[src/rtl/sdram_mrs_pkg.sv]
package sdram_mrs_pkg;

    localparam int REG_W      = 32;
    localparam int BANK_LSB   = 30;
    localparam int STD_LSB    = 18;
    localparam int STD_W      = 12;
    localparam int WIDE_W     = 14;
    localparam int STROBE_BIT = 16;
    localparam int MIN_GAP    = 2;

    typedef enum logic [1:0] {
        BANK_MODE    = 2'b00,
        BANK_EXT_STD = 2'b01,
        BANK_EXT_LP  = 2'b10,
        BANK_RSVD    = 2'b11
    } bank_sel_e;

    typedef struct packed {
        bank_sel_e          bank;
        logic [STD_W-1:0]   addr_std;
        logic [WIDE_W-1:0]  addr_wide;
    } mrs_fields_t;

    function automatic mrs_fields_t unpack_word(input logic [REG_W-1:0] w);
        mrs_fields_t f;
        f.bank      = bank_sel_e'(w[BANK_LSB +: 2]);
        f.addr_std  = w[STD_LSB +: STD_W];
        f.addr_wide = w[0 +: WIDE_W];
        return f;
    endfunction

    function automatic logic [REG_W-1:0] pack_word(input mrs_fields_t f);
        logic [REG_W-1:0] w;
        w                   = '0;
        w[BANK_LSB +: 2]    = f.bank;
        w[STD_LSB +: STD_W] = f.addr_std;
        w[0 +: WIDE_W]      = f.addr_wide;
        return w;
    endfunction

endpackage

[src/rtl/sdram_mrs_regfile.sv]
module sdram_mrs_regfile
    import sdram_mrs_pkg::*;
(
    input  logic             clk,
    input  logic             rst_n,
    input  logic             wr_en,
    input  logic [REG_W-1:0] wdata,
    output logic [REG_W-1:0] rdata
);

    typedef struct packed {
        mrs_fields_t f;
    } rf_state_t;

    rf_state_t st_d, st_q;

    always_comb begin
        st_d = st_q;
        if (wr_en) begin
            st_d.f = unpack_word(wdata);
        end
    end

    always_ff @(posedge clk or negedge rst_n) begin
        if (!rst_n) begin
            st_q <= '0;
        end else begin
            st_q <= st_d;
        end
    end

    assign rdata = pack_word(st_q.f);

endmodule

[src/rtl/sdram_mrs_addr_mux.sv]
module sdram_mrs_addr_mux #(
    parameter int STD_W  = 12,
    parameter int WIDE_W = 14
) (
    input  logic              wide_sel,
    input  logic [STD_W-1:0]  addr_std,
    input  logic [WIDE_W-1:0] addr_wide,
    output logic [WIDE_W-1:0] addr_out
);

    for (genvar i = 0; i < WIDE_W; i++) begin : g_bit
        if (i < STD_W) begin : g_shared
            assign addr_out[i] = wide_sel ? addr_wide[i] : addr_std[i];
        end else begin : g_wide_only
            assign addr_out[i] = wide_sel & addr_wide[i];
        end
    end

endmodule

[src/rtl/sdram_mrs_seq.sv]
module sdram_mrs_seq
    import sdram_mrs_pkg::*;
#(
    parameter int NUM_CS = 2,
    parameter int MRD_W  = 4
) (
    input  logic              clk,
    input  logic              rst_n,
    input  logic              strobe_wr,
    input  logic              cke_en,
    input  bank_sel_e         bank,
    input  logic [WIDE_W-1:0] addr_in,
    input  logic [MRD_W-1:0]  mrd_cycles,
    output logic [NUM_CS-1:0] cs_n,
    output logic              ras_n,
    output logic              cas_n,
    output logic              we_n,
    output logic [1:0]        ba,
    output logic [WIDE_W-1:0] a,
    output logic              busy,
    output logic              err
);

    localparam logic [MRD_W-1:0] GAP_FLOOR = MRD_W'(MIN_GAP);

    typedef struct packed {
        logic              cmd;
        logic [1:0]        ba;
        logic [WIDE_W-1:0] a;
        logic [MRD_W-1:0]  cnt;
        logic              err;
    } seq_state_t;

    seq_state_t st_d, st_q;
    logic [MRD_W-1:0] gap_eff;

    always_comb begin
        gap_eff  = (mrd_cycles < GAP_FLOOR) ? GAP_FLOOR : mrd_cycles;
        st_d     = '0;
        st_d.cnt = (st_q.cnt != '0) ? st_q.cnt - 1'b1 : '0;
        if (strobe_wr) begin
            if (!cke_en) begin
                st_d.err = 1'b1;
            end else if (st_q.cnt == '0 && bank != BANK_RSVD) begin
                st_d.cmd = 1'b1;
                st_d.ba  = bank;
                st_d.a   = addr_in;
                st_d.cnt = gap_eff;
            end
        end
    end

    always_ff @(posedge clk or negedge rst_n) begin
        if (!rst_n) begin
            st_q <= '0;
        end else begin
            st_q <= st_d;
        end
    end

    assign cs_n  = {NUM_CS{~st_q.cmd}};
    assign ras_n = ~st_q.cmd;
    assign cas_n = ~st_q.cmd;
    assign we_n  = ~st_q.cmd;
    assign ba    = st_q.ba;
    assign a     = st_q.a;
    assign busy  = (st_q.cnt != '0);
    assign err   = st_q.err;

endmodule

[src/rtl/sdram_mrs_issuer.sv]
module sdram_mrs_issuer
    import sdram_mrs_pkg::*;
#(
    parameter int NUM_CS = 2,
    parameter int MRD_W  = 4
) (
    input  logic              clk,
    input  logic              rst_n,
    input  logic              reg_wr,
    input  logic [31:0]       reg_wdata,
    output logic [31:0]       reg_rdata,
    input  logic              mode_en,
    input  logic              cke_en,
    input  logic              ddr_en,
    input  logic              ddr2_en,
    input  logic [MRD_W-1:0]  mrd_cycles,
    output logic [NUM_CS-1:0] sd_cs_n,
    output logic              sd_ras_n,
    output logic              sd_cas_n,
    output logic              sd_we_n,
    output logic [1:0]        sd_ba,
    output logic [13:0]       sd_a,
    output logic              busy,
    output logic              err
);

    logic              wr_ok;
    logic              strobe_wr;
    mrs_fields_t       wr_fields;
    logic [WIDE_W-1:0] addr_sel;

    assign wr_ok     = reg_wr & mode_en;
    assign strobe_wr = wr_ok & reg_wdata[STROBE_BIT];
    assign wr_fields = unpack_word(reg_wdata);

    sdram_mrs_regfile u_regs (
        .clk   (clk),
        .rst_n (rst_n),
        .wr_en (wr_ok),
        .wdata (reg_wdata),
        .rdata (reg_rdata)
    );

    sdram_mrs_addr_mux #(
        .STD_W  (STD_W),
        .WIDE_W (WIDE_W)
    ) u_mux (
        .wide_sel  (ddr_en & ddr2_en),
        .addr_std  (wr_fields.addr_std),
        .addr_wide (wr_fields.addr_wide),
        .addr_out  (addr_sel)
    );

    sdram_mrs_seq #(
        .NUM_CS (NUM_CS),
        .MRD_W  (MRD_W)
    ) u_seq (
        .clk        (clk),
        .rst_n      (rst_n),
        .strobe_wr  (strobe_wr),
        .cke_en     (cke_en),
        .bank       (wr_fields.bank),
        .addr_in    (addr_sel),
        .mrd_cycles (mrd_cycles),
        .cs_n       (sd_cs_n),
        .ras_n      (sd_ras_n),
        .cas_n      (sd_cas_n),
        .we_n       (sd_we_n),
        .ba         (sd_ba),
        .a          (sd_a),
        .busy       (busy),
        .err        (err)
    );

endmodule

[config.mk]
export PLATFORM = sky130hd
export DESIGN_NAME = sdram_mrs_issuer
export DESIGN_NICKNAME = d
export VERILOG_FILES = /design/src/rtl/sdram_mrs_pkg.sv /design/src/rtl/sdram_mrs_regfile.sv /design/src/rtl/sdram_mrs_addr_mux.sv /design/src/rtl/sdram_mrs_seq.sv /design/src/rtl/sdram_mrs_issuer.sv
export SDC_FILE = /design/constraint.sdc
export NUM_CORES = 1
export LEC_CHECK = 0
export BUFFER_PORTS_ARGS = -buffer_cell sky130_fd_sc_hd__buf_2
export CORE_MARGIN = 2
export CORE_UTILIZATION = 28
export CTS_BUF_LIST = sky130_fd_sc_hd__clkbuf_2 sky130_fd_sc_hd__clkbuf_4 sky130_fd_sc_hd__clkbuf_8
export CTS_CLUSTER_DIAMETER = 40
export CTS_CLUSTER_SIZE = 30
export DETAILED_ROUTE_END_ITERATION = 8
export GPL_TIMING_DRIVEN = 1
export PLACE_DENSITY = 0.57
export RECOVER_POWER = 25
export SYNTH_ARGS = -nofsm -noshare
export SYNTH_HDL_FRONTEND = slang
export SYNTH_HIERARCHICAL = 1
export SYNTH_SLANG_ARGS = --single-unit
export TNS_END_PERCENT = 20
[constraint.sdc]
create_clock -name clk -period 1.6 [get_ports clk]
set_clock_uncertainty 0.05 [all_clocks]
set_input_delay 0.08 -clock clk [delete_from_list [all_inputs] [get_ports clk]]
set_output_delay 0.08 -clock clk [all_outputs]
set_load 0.01 [all_outputs]
==> results of run 1 <==
## state kept, by name, summed over array words and instances (netlist names)
register / cells
u_seq/err: 1
u_seq/ba: 2
u_seq/st_q: 5
u_regs/rdata: 28
u_seq/a: 14
## kinds of logic after synthesis
| family | share of synthesized area (%) |
|---|---|
| compound gates | 2.36 |
| buf+inv | 11.5 |
| flops | 53.7 |
| mux | 23.8 |
| other cells | 0.161 |
| simple gates | 8.43 |
## worst register-to-register path, cell delays in order, from the launching register on
cell,delay [ns]
dfrtp_1,0.45
nor4_4,0.35
and4_1,0.25
buf_4,0.16
and2_1,0.14
## placed cells by master (no fill, tap or decap), types with 2 or more instances in the layout
cell,instances
and2_1,17
and2_2,3
buf_2,76
buf_4,5
clkbuf_1,13
clkbuf_8,6
conb_1,4
dfrtp_1,50
dlygate4sd3_1,30
inv_1,2
mux2_1,3
mux2_2,12
mux2_4,25
nand2_1,2
nand4_1,2
o21ai_0,3
## worst max path at each step
stage,slack [ns],depth (start not counted),endpoint,start
2_1_floorplan,0.22,5,u_seq/a[10],u_seq/st_q[2]
3_3_place_gp,0.16,4,u_seq/st_q[2],u_seq/st_q[2]
3_5_place_dp,0.13,4,u_seq/st_q[2],u_seq/st_q[2]
4_1_cts,0.10,3,busy,u_seq/st_q[2]
5_1_grt,0.03,4,u_seq/a[9],u_seq/st_q[2]
6_report,0.15,4,u_seq/a[12],u_seq/st_q[2]
## cell usage after synthesis (2+ instances only)
cell type	number
and2_1	18
and2_2	2
buf_12	2
buf_4	25
buf_6	3
dfrtp_1	50
inv_1	2
mux2_2	12
mux2_4	28
nand2_1	2
nand4_1	2
o21ai_0	3
## through the flow
step	worst slack (ns)	util, %	power [W]	cell area, µm²
3_3_place_gp	0.160	33.5	0.00215	2720
5_1_grt	0.0280	38.1	0.00315	3100
6_report	0.151	38.1	0.00296	3100
3_5_place_dp	0.128	33.5	0.00216	2720
2_1_floorplan	0.215	-	0.00191	2340
4_1_cts	0.102	38.3	0.00301	3120
## area by class of cell
| cell class | instances | area (µm²) | share of cell area, % |
|---|---|---|---|
| Sequential cell | 50 | 1250 | 40.4 |
| Multi-Input combinational cell | 83 | 821 | 26.5 |
| Timing Repair Buffer | 126 | 792 | 25.6 |
| Tap cell | 105 | 131 | 4.24 |
| Clock buffer | 6 | 82.6 | 2.67 |
| Clock inverter | 2 | 12.5 | 0.404 |
| Inverter | 2 | 7.51 | 0.242 |
## routing by layer
layer / vias to the layer above / routed length [µm] / global-route usage, %
li1: 730 / - / -
met1: 763 / 2040 / 13.1
met2: 58 / 2430 / 18.0
met3: 8 / 264 / 2.69
met4: 0 / 85 / 4.35
met5: - / 0 / 0
## power by group
part,switching [W],total [W],internal [W]
logic,0.000296,0.000690,0.000394
registers,0.0000998,0.00150,0.00140
clock network,0.000417,0.000765,0.000348
total,0.000813,0.00296,0.00214
## what timing repair did
| item | CTS | global route |
|---|---|---|
| gates resized for setup | 0 | 1 |
| endpoints found under the hold margin | 52 | 0 |
| hold buffers | 30 | 0 |
| setup buffers | 0 | 0 |
| setup endpoints to repair | 0 | 18 |
==> impl_metrics.yaml, run 1 <==
floorplanning:
  rows: 33
  die_h_um: 95.2
  dieArea_um2: 9070
  start_util_pct: 28.7
  core-area_um2: 8130
  die_w_um: 95.2
  io_pins: 98
critical_path:
  cp-end-kind: "flop"
  r2r_setup_slack_ns: 0.15
  critPathMaxStageDelay_ns: 0.45
  critPathRequiredTime_ns: 1.79
  path_cells: "nor4_4 > and4_1 > buf_4 > and2_1"
  r2r_start: "u_seq/st_q[2]"
  regToRegEndpoint: "u_seq/a[12]"
  cp_top_family: "simple AND/OR/NAND/NOR gates"
  r2r_cells: 4
  crit_type: "reg2reg"
  crit_arrival_ns: 1.64
  cp_num_buf_inv: 1
  crit_slowest_cell: "dfrtp_1"
  startpoint_type: "flop"
  crit_fanout: 9
timing:
  fmax_mhz: 690
  rsz0062_at_grt: "no"
  finalCritPeriodShare_pct: 90.6
  fin_tns_setup_ns: 0
  slew_headroom_pct: 61.2
  setup_viol: 0
  fin_crit_ns: 1.45
  worst_pin_slew_ns: 0.582
  hold_viol_final: 0
  drv_slew: 0
  hold_ws_ns: 0.0522
logic_synthesis:
  ys_ff_latch: 50
  synthArstFlopShare_pct: 100
  synth_edf_count: 0
  syn_inst: 162
  synth_area_um2: 2330
  avgSynthCellArea_um2: 14.4
  yosys.area.top_type: "dfrtp_1"
  synth_top_area_share_pct: 53.7
  synthFlopType: "dfrtp_1"
  ys_seq_area_share_pct: 53.7
  ys_warn_count: 6
  synth.distinct_cells: 25
  ys_top_cells_by_area: "dfrtp_1 54%, mux2_4 18%, buf_4 8.1%"
global_routing:
  grt_pass1_vias: 1520
  grt_antenna_before_repair: 0
  grtUsageTotal_pct: 10.7
  grt-ovfl-total: 0
  grt_max_degree: 30
  grt_pass1_wl_mm: 7.41
worst_hold_path:
  hold_path.startpoint: "mrd_cycles[3]"
  whs_endpoint: "u_seq/st_q[4]"
  hold_depth: 3
  hold_path.class: "in2reg"
clock_tree:
  clk_pin_slew_ns: 0.09
  htreeDepth: 2
  cts_tree: "built"
  cts_root_buf: "clkbuf_8"
  clk_latency_ns: 0.29
  cts-buffers-inserted: 5
  cts.sinks: 50
  cts_max_path_buffers: 2
cells_and_area:
  final_layout_size_suffix_gt1_share_pct: 49.1
  antenna_cells: 0
  fill_cells: 792
  syn_to_final_growth_pct: 32.9
  fin_nets: 311
  fin_cells: 374
routing:
  drcViolationCount: 0
  finalWirelength_mm: 4.81
  drt_iter0_markers: 34
  postRouteAntennaNets: 0
  via_count: 1559
  viasPerCell: 4.17
  dr.pass1.iters: 4
  routedWlPerCell_um: 12.9
power:
  ir_drop_mv: 0.363
  p_per_area_nw_per_um2: 954
  p_leak_nw: 1.55
placed_design:
  dp_hpwl_mm: 3.38
  dpl.cell_count: 336
  place_congestion: 0.745
  portBuffers: 90
run_status:
  status: "finished, final reports clean"
run:
  maxCapViolations: 0
(Power assumes the default switching activity.)
==> run 2: changes to the inputs <==
--- a/config.mk
+++ b/config.mk
@@ -13,7 +13,7 @@
 export CTS_CLUSTER_SIZE = 30
 export DETAILED_ROUTE_END_ITERATION = 8
 export GPL_TIMING_DRIVEN = 1
-export PLACE_DENSITY = 0.57
+export PLACE_DENSITY = 0.62
 export RECOVER_POWER = 25
 export SYNTH_ARGS = -nofsm -noshare
 export SYNTH_HDL_FRONTEND = slang
==> impl_metrics.yaml, run 2 (synthesized netlist as in run 1, its figures left out) <==
power:
  p_leak_nw: 1.59
  p_per_area_nw_per_um2: 985
  ir_drop_mv: 0.417
cells_and_area:
  layout.cells.most_common: "buf_2"
  final_layout_size_suffix_gt1_share_pct: 54.9
  syn_to_final_growth_pct: 34.2
  fin_util_pct: 38.5
  final_cell_mix: "90 x buf_2, 50 x dfrtp_1, 30 x dlygate4sd3_1, 28 x mux2_4, 17 x and2_1"
  antenna_cells: 0
  largest_register_ffs: 28
  fin_nets: 310
global_routing:
  grt_max_degree: 51
  grt-ovfl-total: 0
  grt_pass1_wl_mm: 7.33
  grt_antenna_before_repair: 0
  grt_pass1_vias: 1507
  grtUsageTotal_pct: 10.6
placed_design:
  dp_hpwl_mm: 3.23
  place_congestion: 0.731
  pre_cts_slack_ns: 0.117
  portBuffers: 90
clock_tree:
  cts.sinks: 50
  clk_pin_slew_ns: 0.09
  cts_max_path_buffers: 2
  cts_resized: 0
  cts_tree: "built"
  cts_root_buf: "clkbuf_8"
  cts-hold-fix-buffers: 30
  cts-buffers-inserted: 5
  clk_latency_ns: 0.29
  htreeDepth: 2
  post_cts_buffers: 0
timing:
  fmax_mhz: 671
  hold_viol_final: 0
  setup_viol: 0
  layout_setup_ws_ns: 0.110
  slew_headroom_pct: 54.9
  drv_slew: 0
  hold_ws_ns: 0.0451
  fin_tns_setup_ns: 0
  finalCritPeriodShare_pct: 93.1
  fin_crit_ns: 1.49
  rsz0062_at_grt: "no"
  worst_pin_slew_ns: 0.677
floorplanning:
  start_util_pct: 28.7
  dieArea_um2: 9070
  die_w_um: 95.2
  die_h_um: 95.2
  rows: 33
  core-area_um2: 8130
  io_pins: 98
routing:
  drcViolationCount: 0
  dr.pass1.iters: 2
  finalWirelength_mm: 4.86
  via_count: 1532
  drt_iter0_markers: 29
  viasPerCell: 4.11
  postRouteAntennaNets: 0
  routedWlPerCell_um: 13.0
worst_hold_path:
  whs_endpoint: "u_seq/st_q[4]"
  hold_depth: 3
  hold_path.startpoint: "mrd_cycles[3]"
  hold_path.class: "in2reg"
run:
  maxCapViolations: 0
critical_path:
  r2r_cells: 4
  r2r_setup_slack_ns: 0.11
  crit_fanout: 8
  crit_type: "reg2reg"
  critPathRequiredTime_ns: 1.79
  regToRegEndpoint: "u_seq/a[2]"
  crit_arrival_ns: 1.67
  cp-end-kind: "flop"
  startpoint_type: "flop"
  r2r_start: "u_seq/st_q[2]"
run_status:
  status: "finished, final reports clean"
run 2: cell count changes in the layout (fill, tap and decap cells not counted), sizes merged:
cell	delta
clkbuf	-14
buf	+12
clkinvlp	+1
bufinv	+1
clkinv	-1
run 2: final cells by class:
class                           instances  area (µm²)
Fill cell                             791        5010
Sequential cell                        50        1250
Multi-Input combinational cell         83         823
Timing Repair Buffer                  125         801
Tap cell                              105         131
Clock buffer                            5        68.8
Clock inverter                          3        45.0
Inverter                                2        7.51
run 2: metal layers:
| layer | track usage, % | up-vias | part of all wire, % |
|---|---|---|---|
| li1 | - | 729 | - |
| met1 | 12.1 | 751 | 40 |
| met2 | 19.3 | 50 | 53 |
| met3 | 2.92 | 2 | 5.8 |
| met4 | 2.54 | 0 | 0.31 |
| met5 | 0 | - | 0 |
run 2: how the worst max path moves through the flow:
stage,from,end,depth (start not counted)
5_1_grt,u_seq/st_q[2],busy,3
4_1_cts,u_seq/st_q[2],busy,3
6_report,u_seq/st_q[2],u_seq/a[2],4
3_3_place_gp,u_seq/st_q[2],u_seq/st_q[2],4
3_5_place_dp,u_seq/st_q[2],u_seq/a[2],4
2_1_floorplan,u_seq/st_q[2],u_seq/a[10],5
run 2: worst max-delay path, cell delays in order (launching register included):
cell and delay [ns]:
dfrtp_1 0.43, nor4_2 0.38, and4_1 0.26, buf_4 0.16
and2_1 0.14
run 2: where the power goes:
group          internal [W]  switching (W)  leakage (nW)
logic              0.000393       0.000300         0.904
registers           0.00140      0.0000911         0.633
clock network      0.000466       0.000429        0.0504
total               0.00226       0.000820          1.59
run 2: stage by stage:
stage | area, µm² | std cells | total power [W]
after floorplan | 2340 | 165 | 0.00191
after global placement | 2730 | 335 | 0.00215
after detailed placement | 2730 | 335 | 0.00217
after CTS | 3140 | 373 | 0.00314
after global routing | 3130 | 373 | 0.00327
final | 3130 | 373 | 0.00308
